### config.mk
export PLATFORM = sky130hd
export DESIGN_NAME = thread_issue_sel
export DESIGN_NICKNAME = d
export VERILOG_FILES = /design/src/rtl/thrsel_pkg.sv /design/src/rtl/thrsel_rr_find.sv /design/src/rtl/thrsel_policy.sv /design/src/rtl/thrsel_pc_bank.sv /design/src/rtl/thread_issue_sel.sv
export SDC_FILE = /design/constraint.sdc
export NUM_CORES = 1
export LEC_CHECK = 0
export ABC_AREA = 0
export ABC_CLOCK_PERIOD_IN_PS = 6300
export BUFFER_PORTS_ARGS = -buffer_cell sky130_fd_sc_hd__buf_2
export CAP_MARGIN = 0
export CORE_MARGIN = 5
export CORE_UTILIZATION = 62
export CTS_CLUSTER_DIAMETER = 80
export CTS_CLUSTER_SIZE = 10
export DETAILED_ROUTE_END_ITERATION = 12
export PLACE_DENSITY = 0.83
export SKIP_LAST_GASP = 1
export SLEW_MARGIN = 20
export SYNTH_ARGS = -nofsm -noshare
export SYNTH_HDL_FRONTEND = slang
export SYNTH_SLANG_ARGS = --single-unit
### constraint.sdc
create_clock -name clk -period 6.3 [get_ports clk]
set_clock_uncertainty 0.1 [all_clocks]
set_input_delay 0.63 -clock clk [delete_from_list [all_inputs] [get_ports clk]]
set_output_delay 0.63 -clock clk [all_outputs]
set_load 0.01 [all_outputs]
### src/rtl/thrsel_pkg.sv
package thrsel_pkg;

  // Reset value of a thread's program counter.
  function automatic logic [63:0] thread_base(input int unsigned tid,
                                              input logic [63:0] base,
                                              input logic [63:0] stride);
    return base + 64'(tid) * stride;
  endfunction

  // Counter value after one issued-and-taken instruction.
  function automatic logic [63:0] pc_bump(input logic [63:0] pc,
                                          input logic [63:0] step);
    return pc + step;
  endfunction

  // Thread index reached k positions after 'from', wrapping at n.
  function automatic int unsigned ring_step(input int unsigned from,
                                            input int unsigned k,
                                            input int unsigned n);
    return (from + k) % n;
  endfunction

endpackage

### src/rtl/thrsel_rr_find.sv
module thrsel_rr_find #(
  parameter int NTHR = 4,
  parameter int TIDW = (NTHR > 1) ? $clog2(NTHR) : 1
) (
  input  logic [NTHR-1:0] cand_mask,
  input  logic [TIDW-1:0] start_after,
  output logic            hit,
  output logic [TIDW-1:0] hit_tid
);
  import thrsel_pkg::*;

  // Scan the positions after start_after; start_after itself comes last.
  always_comb begin
    hit     = 1'b0;
    hit_tid = '0;
    for (int k = 1; k <= NTHR; k++) begin
      int unsigned idx;
      idx = ring_step(int'(start_after), k, NTHR);
      if (!hit && cand_mask[idx]) begin
        hit     = 1'b1;
        hit_tid = TIDW'(idx);
      end
    end
  end

  always_comb begin
    if (hit) assert_hit_is_candidate_R3: assert (cand_mask[hit_tid]);
    if (cand_mask != '0) assert_finds_when_any_R4: assert (hit);
  end

endmodule

### src/rtl/thrsel_policy.sv
module thrsel_policy #(
  parameter int NTHR = 4,
  parameter int TIDW = (NTHR > 1) ? $clog2(NTHR) : 1
) (
  input  logic            clk,
  input  logic            rst_n,
  input  logic            mode_coarse,
  input  logic [NTHR-1:0] thr_ready,
  input  logic [NTHR-1:0] thr_stall,
  input  logic [NTHR-1:0] thr_stall_long,
  output logic [TIDW-1:0] pick_tid,
  output logic            pick_valid
);

  localparam logic [TIDW-1:0] LAST_INIT = TIDW'(NTHR - 1);

  logic [TIDW-1:0] last_q;      // last issued thread (interleaved search)
  logic [TIDW-1:0] cur_q;       // running thread (block mode)
  logic [NTHR-1:0] eligible;

  logic            fine_hit, blk_hit;
  logic [TIDW-1:0] fine_tid, blk_tid;

  // Named events for the checks.
  logic cur_eligible, cur_short_stall, blk_keep_evt, blk_idle_evt, blk_switch_evt;

  assign eligible        = thr_ready & ~thr_stall;
  assign cur_eligible    = eligible[cur_q];
  assign cur_short_stall = thr_stall[cur_q] & ~thr_stall_long[cur_q];

  thrsel_rr_find #(.NTHR(NTHR), .TIDW(TIDW)) u_fine (
    .cand_mask  (eligible),
    .start_after(last_q),
    .hit        (fine_hit),
    .hit_tid    (fine_tid)
  );

  thrsel_rr_find #(.NTHR(NTHR), .TIDW(TIDW)) u_blk (
    .cand_mask  (eligible),
    .start_after(cur_q),
    .hit        (blk_hit),
    .hit_tid    (blk_tid)
  );

  assign blk_keep_evt   = mode_coarse & cur_eligible;
  assign blk_idle_evt   = mode_coarse & ~cur_eligible & cur_short_stall;
  assign blk_switch_evt = mode_coarse & ~cur_eligible & ~cur_short_stall & blk_hit;

  always_comb begin
    pick_valid = 1'b0;
    pick_tid   = '0;
    if (mode_coarse) begin
      if (cur_eligible) begin
        pick_valid = 1'b1;
        pick_tid   = cur_q;
      end else if (!cur_short_stall && blk_hit) begin
        pick_valid = 1'b1;
        pick_tid   = blk_tid;
      end
    end else if (fine_hit) begin
      pick_valid = 1'b1;
      pick_tid   = fine_tid;
    end
  end

  // Both records follow every issue, so a mode change continues smoothly.
  always_ff @(posedge clk) begin
    if (!rst_n) begin
      last_q <= LAST_INIT;
      cur_q  <= '0;
    end else if (pick_valid) begin
      last_q <= pick_tid;
      cur_q  <= pick_tid;
    end
  end

  assert_issue_eligible_R3: assert property (@(posedge clk) disable iff (!rst_n)
    pick_valid |-> eligible[pick_tid]);

  assert_none_idle_R4: assert property (@(posedge clk) disable iff (!rst_n)
    (eligible == '0) |-> (!pick_valid && pick_tid == '0));

  assert_fine_alternates_R2: assert property (@(posedge clk) disable iff (!rst_n)
    (!mode_coarse && pick_valid && $countones(eligible) > 1)
      |=> ((!mode_coarse && pick_valid && $past(pick_valid) && !$past(mode_coarse))
           -> (pick_tid != $past(pick_tid)) ));

  assert_blk_keep_R5: assert property (@(posedge clk) disable iff (!rst_n)
    blk_keep_evt |=> (mode_coarse && eligible[$past(pick_tid)]) -> (pick_valid && pick_tid == $past(pick_tid)));

  assert_blk_short_idle_R6: assert property (@(posedge clk) disable iff (!rst_n)
    blk_idle_evt |-> !pick_valid);

  assert_blk_switch_R7: assert property (@(posedge clk) disable iff (!rst_n)
    blk_switch_evt |-> (pick_valid && pick_tid != cur_q));

  assert_hold_pointer_R4: assert property (@(posedge clk) disable iff (!rst_n)
    !pick_valid |=> ($stable(last_q) && $stable(cur_q)));

endmodule

### src/rtl/thrsel_pc_bank.sv
module thrsel_pc_bank #(
  parameter int          NTHR        = 4,
  parameter int          TIDW        = (NTHR > 1) ? $clog2(NTHR) : 1,
  parameter int          PCW         = 32,
  parameter logic [63:0] BASE_ADDR   = 64'h1000,
  parameter logic [63:0] BASE_STRIDE = 64'h1000,
  parameter logic [63:0] PC_STEP     = 64'd4
) (
  input  logic            clk,
  input  logic            rst_n,
  input  logic [TIDW-1:0] issue_tid,
  input  logic            issue_valid,
  input  logic            fetch_advance,
  output logic [PCW-1:0]  fetch_pc
);
  import thrsel_pkg::*;

  logic [PCW-1:0]  pc_q [NTHR];
  logic [NTHR-1:0] step_en;
  logic [NTHR-1:0] stepped_q;   // step_en of the previous cycle, for the checks

  for (genvar t = 0; t < NTHR; t++) begin : g_ctx
    localparam logic [PCW-1:0] RST_PC = PCW'(thread_base(t, BASE_ADDR, BASE_STRIDE));

    assign step_en[t] = issue_valid & fetch_advance & (issue_tid == TIDW'(t));

    always_ff @(posedge clk) begin
      if (!rst_n) begin
        pc_q[t]      <= RST_PC;
        stepped_q[t] <= 1'b0;
      end else begin
        stepped_q[t] <= step_en[t];
        if (step_en[t]) pc_q[t] <= PCW'(pc_bump(64'(pc_q[t]), PC_STEP));
      end
    end

    assert_pc_steps_R8: assert property (@(posedge clk) disable iff (!rst_n)
      stepped_q[t] |-> (pc_q[t] == $past(pc_q[t]) + PCW'(PC_STEP)));

    assert_pc_holds_R8: assert property (@(posedge clk) disable iff (!rst_n)
      !stepped_q[t] |-> $stable(pc_q[t]));
  end

  assign fetch_pc = pc_q[issue_tid];

  always_comb begin
    assert_one_stepper_R8: assert ($onehot0(step_en));
  end

endmodule

### src/rtl/thread_issue_sel.sv
module thread_issue_sel #(
  parameter int          NTHR        = 4,
  parameter int          TIDW        = (NTHR > 1) ? $clog2(NTHR) : 1,
  parameter int          PCW         = 32,
  parameter logic [63:0] BASE_ADDR   = 64'h1000,
  parameter logic [63:0] BASE_STRIDE = 64'h1000,
  parameter logic [63:0] PC_STEP     = 64'd4
) (
  input  logic            clk,
  input  logic            rst_n,
  input  logic            mode_coarse,
  input  logic [NTHR-1:0] thr_ready,
  input  logic [NTHR-1:0] thr_stall,
  input  logic [NTHR-1:0] thr_stall_long,
  input  logic            fetch_advance,
  output logic [TIDW-1:0] issue_tid,
  output logic [PCW-1:0]  fetch_pc,
  output logic            issue_valid
);

  logic [TIDW-1:0] pick_tid;
  logic            pick_valid;

  thrsel_policy #(.NTHR(NTHR), .TIDW(TIDW)) u_policy (
    .clk           (clk),
    .rst_n         (rst_n),
    .mode_coarse   (mode_coarse),
    .thr_ready     (thr_ready),
    .thr_stall     (thr_stall),
    .thr_stall_long(thr_stall_long),
    .pick_tid      (pick_tid),
    .pick_valid    (pick_valid)
  );

  thrsel_pc_bank #(
    .NTHR(NTHR), .TIDW(TIDW), .PCW(PCW),
    .BASE_ADDR(BASE_ADDR), .BASE_STRIDE(BASE_STRIDE), .PC_STEP(PC_STEP)
  ) u_pcs (
    .clk          (clk),
    .rst_n        (rst_n),
    .issue_tid    (pick_tid),
    .issue_valid  (pick_valid),
    .fetch_advance(fetch_advance),
    .fetch_pc     (fetch_pc)
  );

  assign issue_tid   = pick_tid;
  assign issue_valid = pick_valid;

  // a switch never costs a dead cycle when the next thread is ready.
  assert_no_bubble_R1: assert property (@(posedge clk) disable iff (!rst_n)
    (!mode_coarse && ((thr_ready & ~thr_stall) != '0)) |-> issue_valid);

endmodule

; ---- Yosys cells after proc, flatten, opt, wreduce, memory -nomap -nowiden
; Memory sizes are Yosys's and may differ from the RTL's.
; Index checks and enable logic that the tools add are counted.
[op_classes]
addsub = 12
n_mul = 0
n_div = 0
order_cmp = 9
n_eq_ne = 3
shift = 0
mux = 63
bitwise_logic = 13
reduce_logical = 15
[op_table]
columns = operator, n
row1 = 32-bit by 3-bit adder with 32-bit output (second input constant), 4
row2 = 32-bit 2-to-1 mux, 4
row3 = 1-bit 2-to-1 mux, 36
row4 = 2-bit by 3-bit < comparator with 1-bit output (second input constant), 9
row5 = 2-bit 2-to-1 mux, 12
row6 = 1-bit binary-select mux with 2-bit select, 11
row7 = 2-bit by 1-bit adder with 2-bit output (second input constant), 4
row8 = 2-bit adder (second input constant), 4
row9 = 1-bit logical AND, 7
row10 = 1-bit logical NOT, 7
row11 = 1-bit bitwise AND, 6
row12 = 4-bit bitwise AND, 1
row13 = 2-bit == test (second input constant), 2
row14 = 4-bit NOT, 1
row15 = 1-bit OR, 4
row16 = 2-bit by 1-bit == test with 1-bit output (second input constant), 1
row17 = 2-bit logical NOT, 1
row18 = 1-bit NOT, 1
[word_totals]
reg_bits = 4
latchBits = 0
ram_bits = 128
rom_bits = 0
wordCells = 118
mem_count = 1
[mem_list]
columns = memory, depth, word_bits, read_ports, rd_clocked_by_memory_dff, wr, line_no
row1 = u_pcs.pc_q, 4, 32, 5, 0, 4, thrsel_pc_bank.sv:18  ; logic [PCW-1:0] pc_q [NTHR];

; ---- Depth between registers and ports, before layout
[depth]
word_depth = 24
mapped_depth = 10

; ---- Cells and area by module
; From an unflattened synthesis, not the netlist that was laid out.
[unflattened]
hier_cells = 771
hier_area_um2 = 8067.7
[by_module_without_submodules]
columns = module, instances, cells_each, area_each_um2, seq_area_each_um2
row1 = thrsel_pc_bank, 1, 696, 7507.2, 3603.5
row2 = thrsel_policy, 1, 47, 377.9, 80.1
row3 = thrsel_rr_find, 2, 14, 91.3, 0.0

; ---- Worst setup path before layout
; Ideal clock, no wire load.
[synth_timing]
path_kind = input-to-reg
startpoint = in thr_stall_long[1]
endpoint = mem u_pcs.pc_q[2][10], enable pin
arrival_time_ps = 4320
required_time_ps = 5741
setup_slack_ps = 1421
stages = 9
n_path_buf = 2
cell_sequence = and4bb_2 > nor4_4 > and3_1 > o221ai_1 > o21ai_2 > buf_4 > buf_2 > inv_1 > o21ai_0
[synth_lines]
columns = item, line_no
row1 = from (decl), thread_issue_sel.sv:14  ; input logic [NTHR-1:0] thr_stall_long,
row2 = to (decl), thrsel_pc_bank.sv:18

; ---- Final worst setup path
[layout_timing]
startpoint = reg u_policy.cur_q[1]
endpoint = out fetch_pc[13]
[layout_between]
elab_chain_cells = 18
[layout_rtl]
columns = item, line_no
row1 = from (decl), thrsel_policy.sv:18  ; logic [TIDW-1:0] cur_q;
row2 = from (signal assigned), thrsel_policy.sv:73  ; cur_q <= pick_tid;
row3 = 2-bit by 1-bit adder with 2-bit output, thrsel_pkg.sv:20  ; return (from + k) % n;
row4 = 1-bit binary-select mux with 2-bit select, thrsel_rr_find.sv:19  ; if (!hit && cand_mask[idx]) begin
row5 = 1-bit 2-to-1 mux (implied by the code), thrsel_rr_find.sv:19
row6 = 1-bit 2-to-1 mux, thrsel_rr_find.sv:19
row7 = 1-bit logical NOT, thrsel_rr_find.sv:19
row8 = 1-bit logical AND, thrsel_rr_find.sv:19
row9 = 1-bit 2-to-1 mux, thrsel_rr_find.sv:19
row10 = 1-bit logical NOT, thrsel_rr_find.sv:19
row11 = (+2 left out), --
row12 = 1-bit logical NOT, thrsel_rr_find.sv:19
row13 = 1-bit logical AND, thrsel_rr_find.sv:19
row14 = 1-bit 2-to-1 mux, thrsel_rr_find.sv:19
row15 = 1-bit logical AND, thrsel_policy.sv:56  ; end else if (!cur_short_stall && blk_hit) begin
row16 = 2-bit 2-to-1 mux, thrsel_policy.sv:56
row17 = 2-bit 2-to-1 mux (*), thrsel_policy.sv:53  ; if (cur_eligible) begin
row18 = 2-bit 2-to-1 mux (*), thrsel_policy.sv:52  ; if (mode_coarse) begin
row19 = memory read 4 x 32 bit (*), --
row20 = to (decl), thread_issue_sel.sv:17  ; output logic [PCW-1:0] fetch_pc,
; Mark *: on every way between the ends. The rest lies on a longest branch, timed or not. The select of a mux whose other input is x is not followed.

==> results list <==
- Clock Sink Count: ~120
- Total standard cell area after synthesis: approximately 8000 um^2
* Clock latency at the later pin of the worst-skew pair: 0.42 ns
- IO buf count: between 40 and 50
* Clock-pin slew of the registers on the worst-case setup and hold paths: ~0.050 ns
- Critical R2R Launch: u_policy.cur_q[1]$_SDFFE_PN0P_
* Largest vdd supply drop: 0.0002116 V
- Root Buffer Master: sky130_fd_sc_hd__clkbuf_16
- Clock tree from TritonCTS: done
- The first global-routing pass estimated approximately 30000 um of wire.
- In this design, the stage delay of the slowest critical-path cell is approximately 0.84 ns.
- In this run the static leakage power is approximately 3.1 nW.
- For this run, the register share of the synthesized area comes to between 40 and 50%.
- Of all flip-flops after synthesis, the portion carrying an async set or reset was 0%.
* Vias in the first global route: between 5000 and 6000
- Global routing consumed, over all layers together, between 20% and 30% of the routing resources.
- The number of antenna violations at the first check in global routing was 0.
* Worst min-delay path category: flip-flop to flip-flop
* Count of endpoints failing setup in the final report: 0
* Routed wire per std cell: roughly 18 um
* Power density relative to cell area: about 290 nW/um^2
- In the post-synthesis netlist, the biggest area contributors are sky130_fd_sc_hd__edfxtp_1 (46%), sky130_fd_sc_hd__mux2i_1 (12%), sky130_fd_sc_hd__xor2_1 (8.1%).
* Number of DRC violations after detailed routing: 0
* Data required time of the critical path: between 5 and 6 ns
- Area share of the largest cell type after synthesis: roughly 46%
- Final Max Tran Viols: 0
* Count of standard-cell rows: 41
* Setup fix buffers added after clock tree synthesis: 0
* Yosys warns: 0
- Quantity of hold-fixing buffers added after cts: 0
- Fmax achieved: 0.2187 GHz
* Library cell occupying the most area in the post-synthesis netlist: sky130_fd_sc_hd__edfxtp_1
- From left edge to right edge, the die measures between 100 and 150 um.
- Part of the power in combinational logic: between 10% and 20%
- Number of buffers created by CTS: 17
* Crit share post-route: between 70% and 80%
* Final weighted congestion in routability-driven placement: about 0.92
- Cell area after placement: 8249 um^2
* Pin count of the biggest net entering global routing: 69
- Top-Level Pins: 51
* Half-perimeter wire length after detailed placement: between 10000 and 15000 um
* Routed WL: 18170 um
* List of cells traversed by the critical path: and4bb_2 -> nor4_4 -> and3_1 -> o221ai_1 -> o21ai_4 -> buf_4 -> mux2i_1 -> mux2i_1 -> buf_2
* Start point of the critical path: u_policy.cur_q[1]$_SDFFE_PN0P_
* Chip height: roughly 120 um
* Dominant synthesized flop cell: sky130_fd_sc_hd__edfxtp_1
- Via count of the routed design: a little over 6000
* Storage element area: between 3000 and 4000 um^2
- After floorplanning, the core was sized to cover 12570 um^2.
- Layout cell share with drive strength beyond 1: 12.12%
- The internal portion of the total power is 1.808 mW.
- Number of enable-type register cells in the synthesized netlist: 120
* Final critical-path required period: 4.573 ns
- Worst setup path class: flip-flop to output port
- Final cell area excluding filler cells: around 8800 um^2
- Detailed Routing Iterations Pass 1: 5
* Max cap viols: 0
* Area of combinational cells with multiple inputs: between 3000 and 4000 um^2
- Starting density of the core: a little over three fifths
- The count of endpoints failing hold in the final timing report was 0.
- In this run the worst path has a maximum fanout of a little under 70.
- Of the total power, the clock network draws between 30% and 40%.
- Hold path startpoint: u_policy.last_q[0]$_SDFFE_PN1P_
- Startpoint class of the critical path: flip-flop
- Final-layout fill cell count: about 900
- Measured against its own limit, the worst slew margin works out to between 20% and 30%.
- Sequential cells account for between 40% and 50% of the total power.
- Data on the critical path arrives at its endpoint at 3.84 ns.
* Iteration-0 DRC count of the detailed router: between 500 and 600
- In the synthesized netlist, the number of instances is 772.
* Post_cts resized: 0
- Setup TNS: 0 ns
- CTS built an H-tree with a depth of 4.
- The average instance in the mapped netlist occupies 10.21 um^2.
- The longest clock path from root to sink contains 2 buffers.
- In this run, synthesis produced a sequential element count of 124.
* Area growth from synthesis to layout: 11.76%
- For this design the total switching power over the nets is about 730 uW.
- Detail Route Antenna Nets: 0
- Post-layout net count: 832
* Global route overflow: 0
* Post-synthesis cell type count: 54
* Pin slew with the least headroom to its limit: between 1 and 1.5 ns
- Switching share of total power: 28.64%
- On the critical path, the stage with the largest delay is an instance of sky130_fd_sc_hd__buf_4.
- Counting stages on the worst path, the most repeated cell is sky130_fd_sc_hd__mux2i_1.
* Category of the worst setup path capture point: output port
- Number of antenna repair diodes: 0
- Outcome: completed
- The floorplan step defined a die boundary enclosing between 15000 and 20000 um^2.
- Setup repair after global routing left no endpoint under its margin.
- Drt via density: 6.050
## state kept, by name (all words and copies together), names as in the netlist
register,flops
u_pcs.pc_q,120
u_policy.cur_q,2
u_policy.last_q,2
## cells by family after synthesis
family                   Yosys count  synth area share, %
buffers and inverters             55                3.427
flip-flops                       124                46.72
AO/OA/AOI/OAI                     44                3.523
adder cells (fa/ha/maj)            4               0.6347
multiplexers                      91                11.55
AND/OR/NAND/NOR                  344                21.99
XOR/XNOR                         109                12.11
other                              1              0.04756
## cell usage after synthesis (all sizes together), types with 12 or more instances
cell type  number
a21oi          12
and3           22
buf            22
clkbuf         15
edfxtp        120
inv            18
mux2i          91
nand2          48
nand3          49
nand4          21
nor2          145
nor3           14
o21ai          12
xnor2          36
xor2           73
## layer usage
| metal | vias up | wire [um] | GRT usage, % |
|---|---|---|---|
| li1 | 2827 | - | - |
| met1 | 2901 | 7537 | 32.34 |
| met2 | 275 | 8935 | 42.16 |
| met3 | 29 | 1367 | 6.129 |
| met4 | 0 | 328 | 8.747 |
| met5 | - | 0 | 0 |
## critical path: cells and delay by family, from the launching register on
family / cells / cell delay (ns)
AO/OA/AOI/OAI: 2 / 0.35
AND/OR/NAND/NOR: 3 / 0.83
buffers and inverters: 2 / 1.01
multiplexers: 2 / 0.55
flip-flops: 1 / 0.64
## final timing paths
kind,endpoint,slack [ns],depth (start not counted)
min reg2reg,u_policy.last_q[0]$_SDFFE_PN1P_,0.43,2
min,u_policy.last_q[0]$_SDFFE_PN1P_,0.43,2
max,fetch_pc[13],1.73,9
max reg2reg,u_pcs.pc_q[3][10]$_SDFFCE_PN0P_,2.33,9
## layout make-up
| cell class | instances | share of cell area [%] |
|---|---|---|
| multi-input combinational | 594 | 45.11 |
| sequential | 124 | 41.80 |
| clock buffer | 19 | 4.913 |
| timing repair buffer | 57 | 3.493 |
| tap | 172 | 2.442 |
| clock inverter | 13 | 1.477 |
| inverter | 18 | 0.7667 |
## cell usage in the layout (no fill, tap or decap), types with 4 or more instances in the layout
| master | count |
|---|---|
| sky130_fd_sc_hd__a211oi_1 | 4 |
| sky130_fd_sc_hd__a21oi_1 | 12 |
| sky130_fd_sc_hd__and3_1 | 22 |
| sky130_fd_sc_hd__and4_1 | 5 |
| sky130_fd_sc_hd__buf_2 | 48 |
| sky130_fd_sc_hd__buf_4 | 9 |
| sky130_fd_sc_hd__clkbuf_16 | 17 |
| sky130_fd_sc_hd__clkinv_1 | 8 |
| sky130_fd_sc_hd__dfxtp_1 | 4 |
| sky130_fd_sc_hd__edfxtp_1 | 120 |
| sky130_fd_sc_hd__ha_1 | 4 |
| sky130_fd_sc_hd__inv_1 | 18 |
| sky130_fd_sc_hd__mux2i_1 | 91 |
| sky130_fd_sc_hd__nand2_1 | 48 |
| sky130_fd_sc_hd__nand2b_1 | 8 |
| sky130_fd_sc_hd__nand3_1 | 49 |
| sky130_fd_sc_hd__nand4_1 | 21 |
| sky130_fd_sc_hd__nor2_1 | 135 |
| sky130_fd_sc_hd__nor2_4 | 8 |
| sky130_fd_sc_hd__nor2b_1 | 9 |
| sky130_fd_sc_hd__nor3_1 | 14 |
| sky130_fd_sc_hd__o21ai_0 | 7 |
| sky130_fd_sc_hd__o21ai_2 | 4 |
| sky130_fd_sc_hd__o22ai_1 | 4 |
| sky130_fd_sc_hd__xnor2_1 | 36 |
| sky130_fd_sc_hd__xor2_1 | 73 |
## power groups by stage
| stage | registers, mW | logic (mW) | clock network (mW) |
|---|---|---|---|
| floorplan | 1.07 | 0.367 | 0 |
| global placement | 1.10 | 0.485 | 0 |
| detailed placement | 1.10 | 0.497 | 0 |
| CTS | 1.09 | 0.501 | 0.955 |
| global route | 1.10 | 0.544 | 0.993 |
| finish | 1.09 | 0.501 | 0.945 |
## stage by stage
stage,worst slack [ns],hold WS [ns],utilization [%],cells,total power [mW]
finish,1.727,0.4285,70.11,997,2.534
floorplan,1.421,0.3851,-,773,1.437
global route,1.499,0.4628,70.11,997,2.635
global placement,2.153,0.4044,65.63,965,1.580
CTS,1.789,0.4334,70.11,997,2.542
detailed placement,2.005,0.4259,65.63,965,1.597
Note: power is estimated with default switching activity, not from simulation.
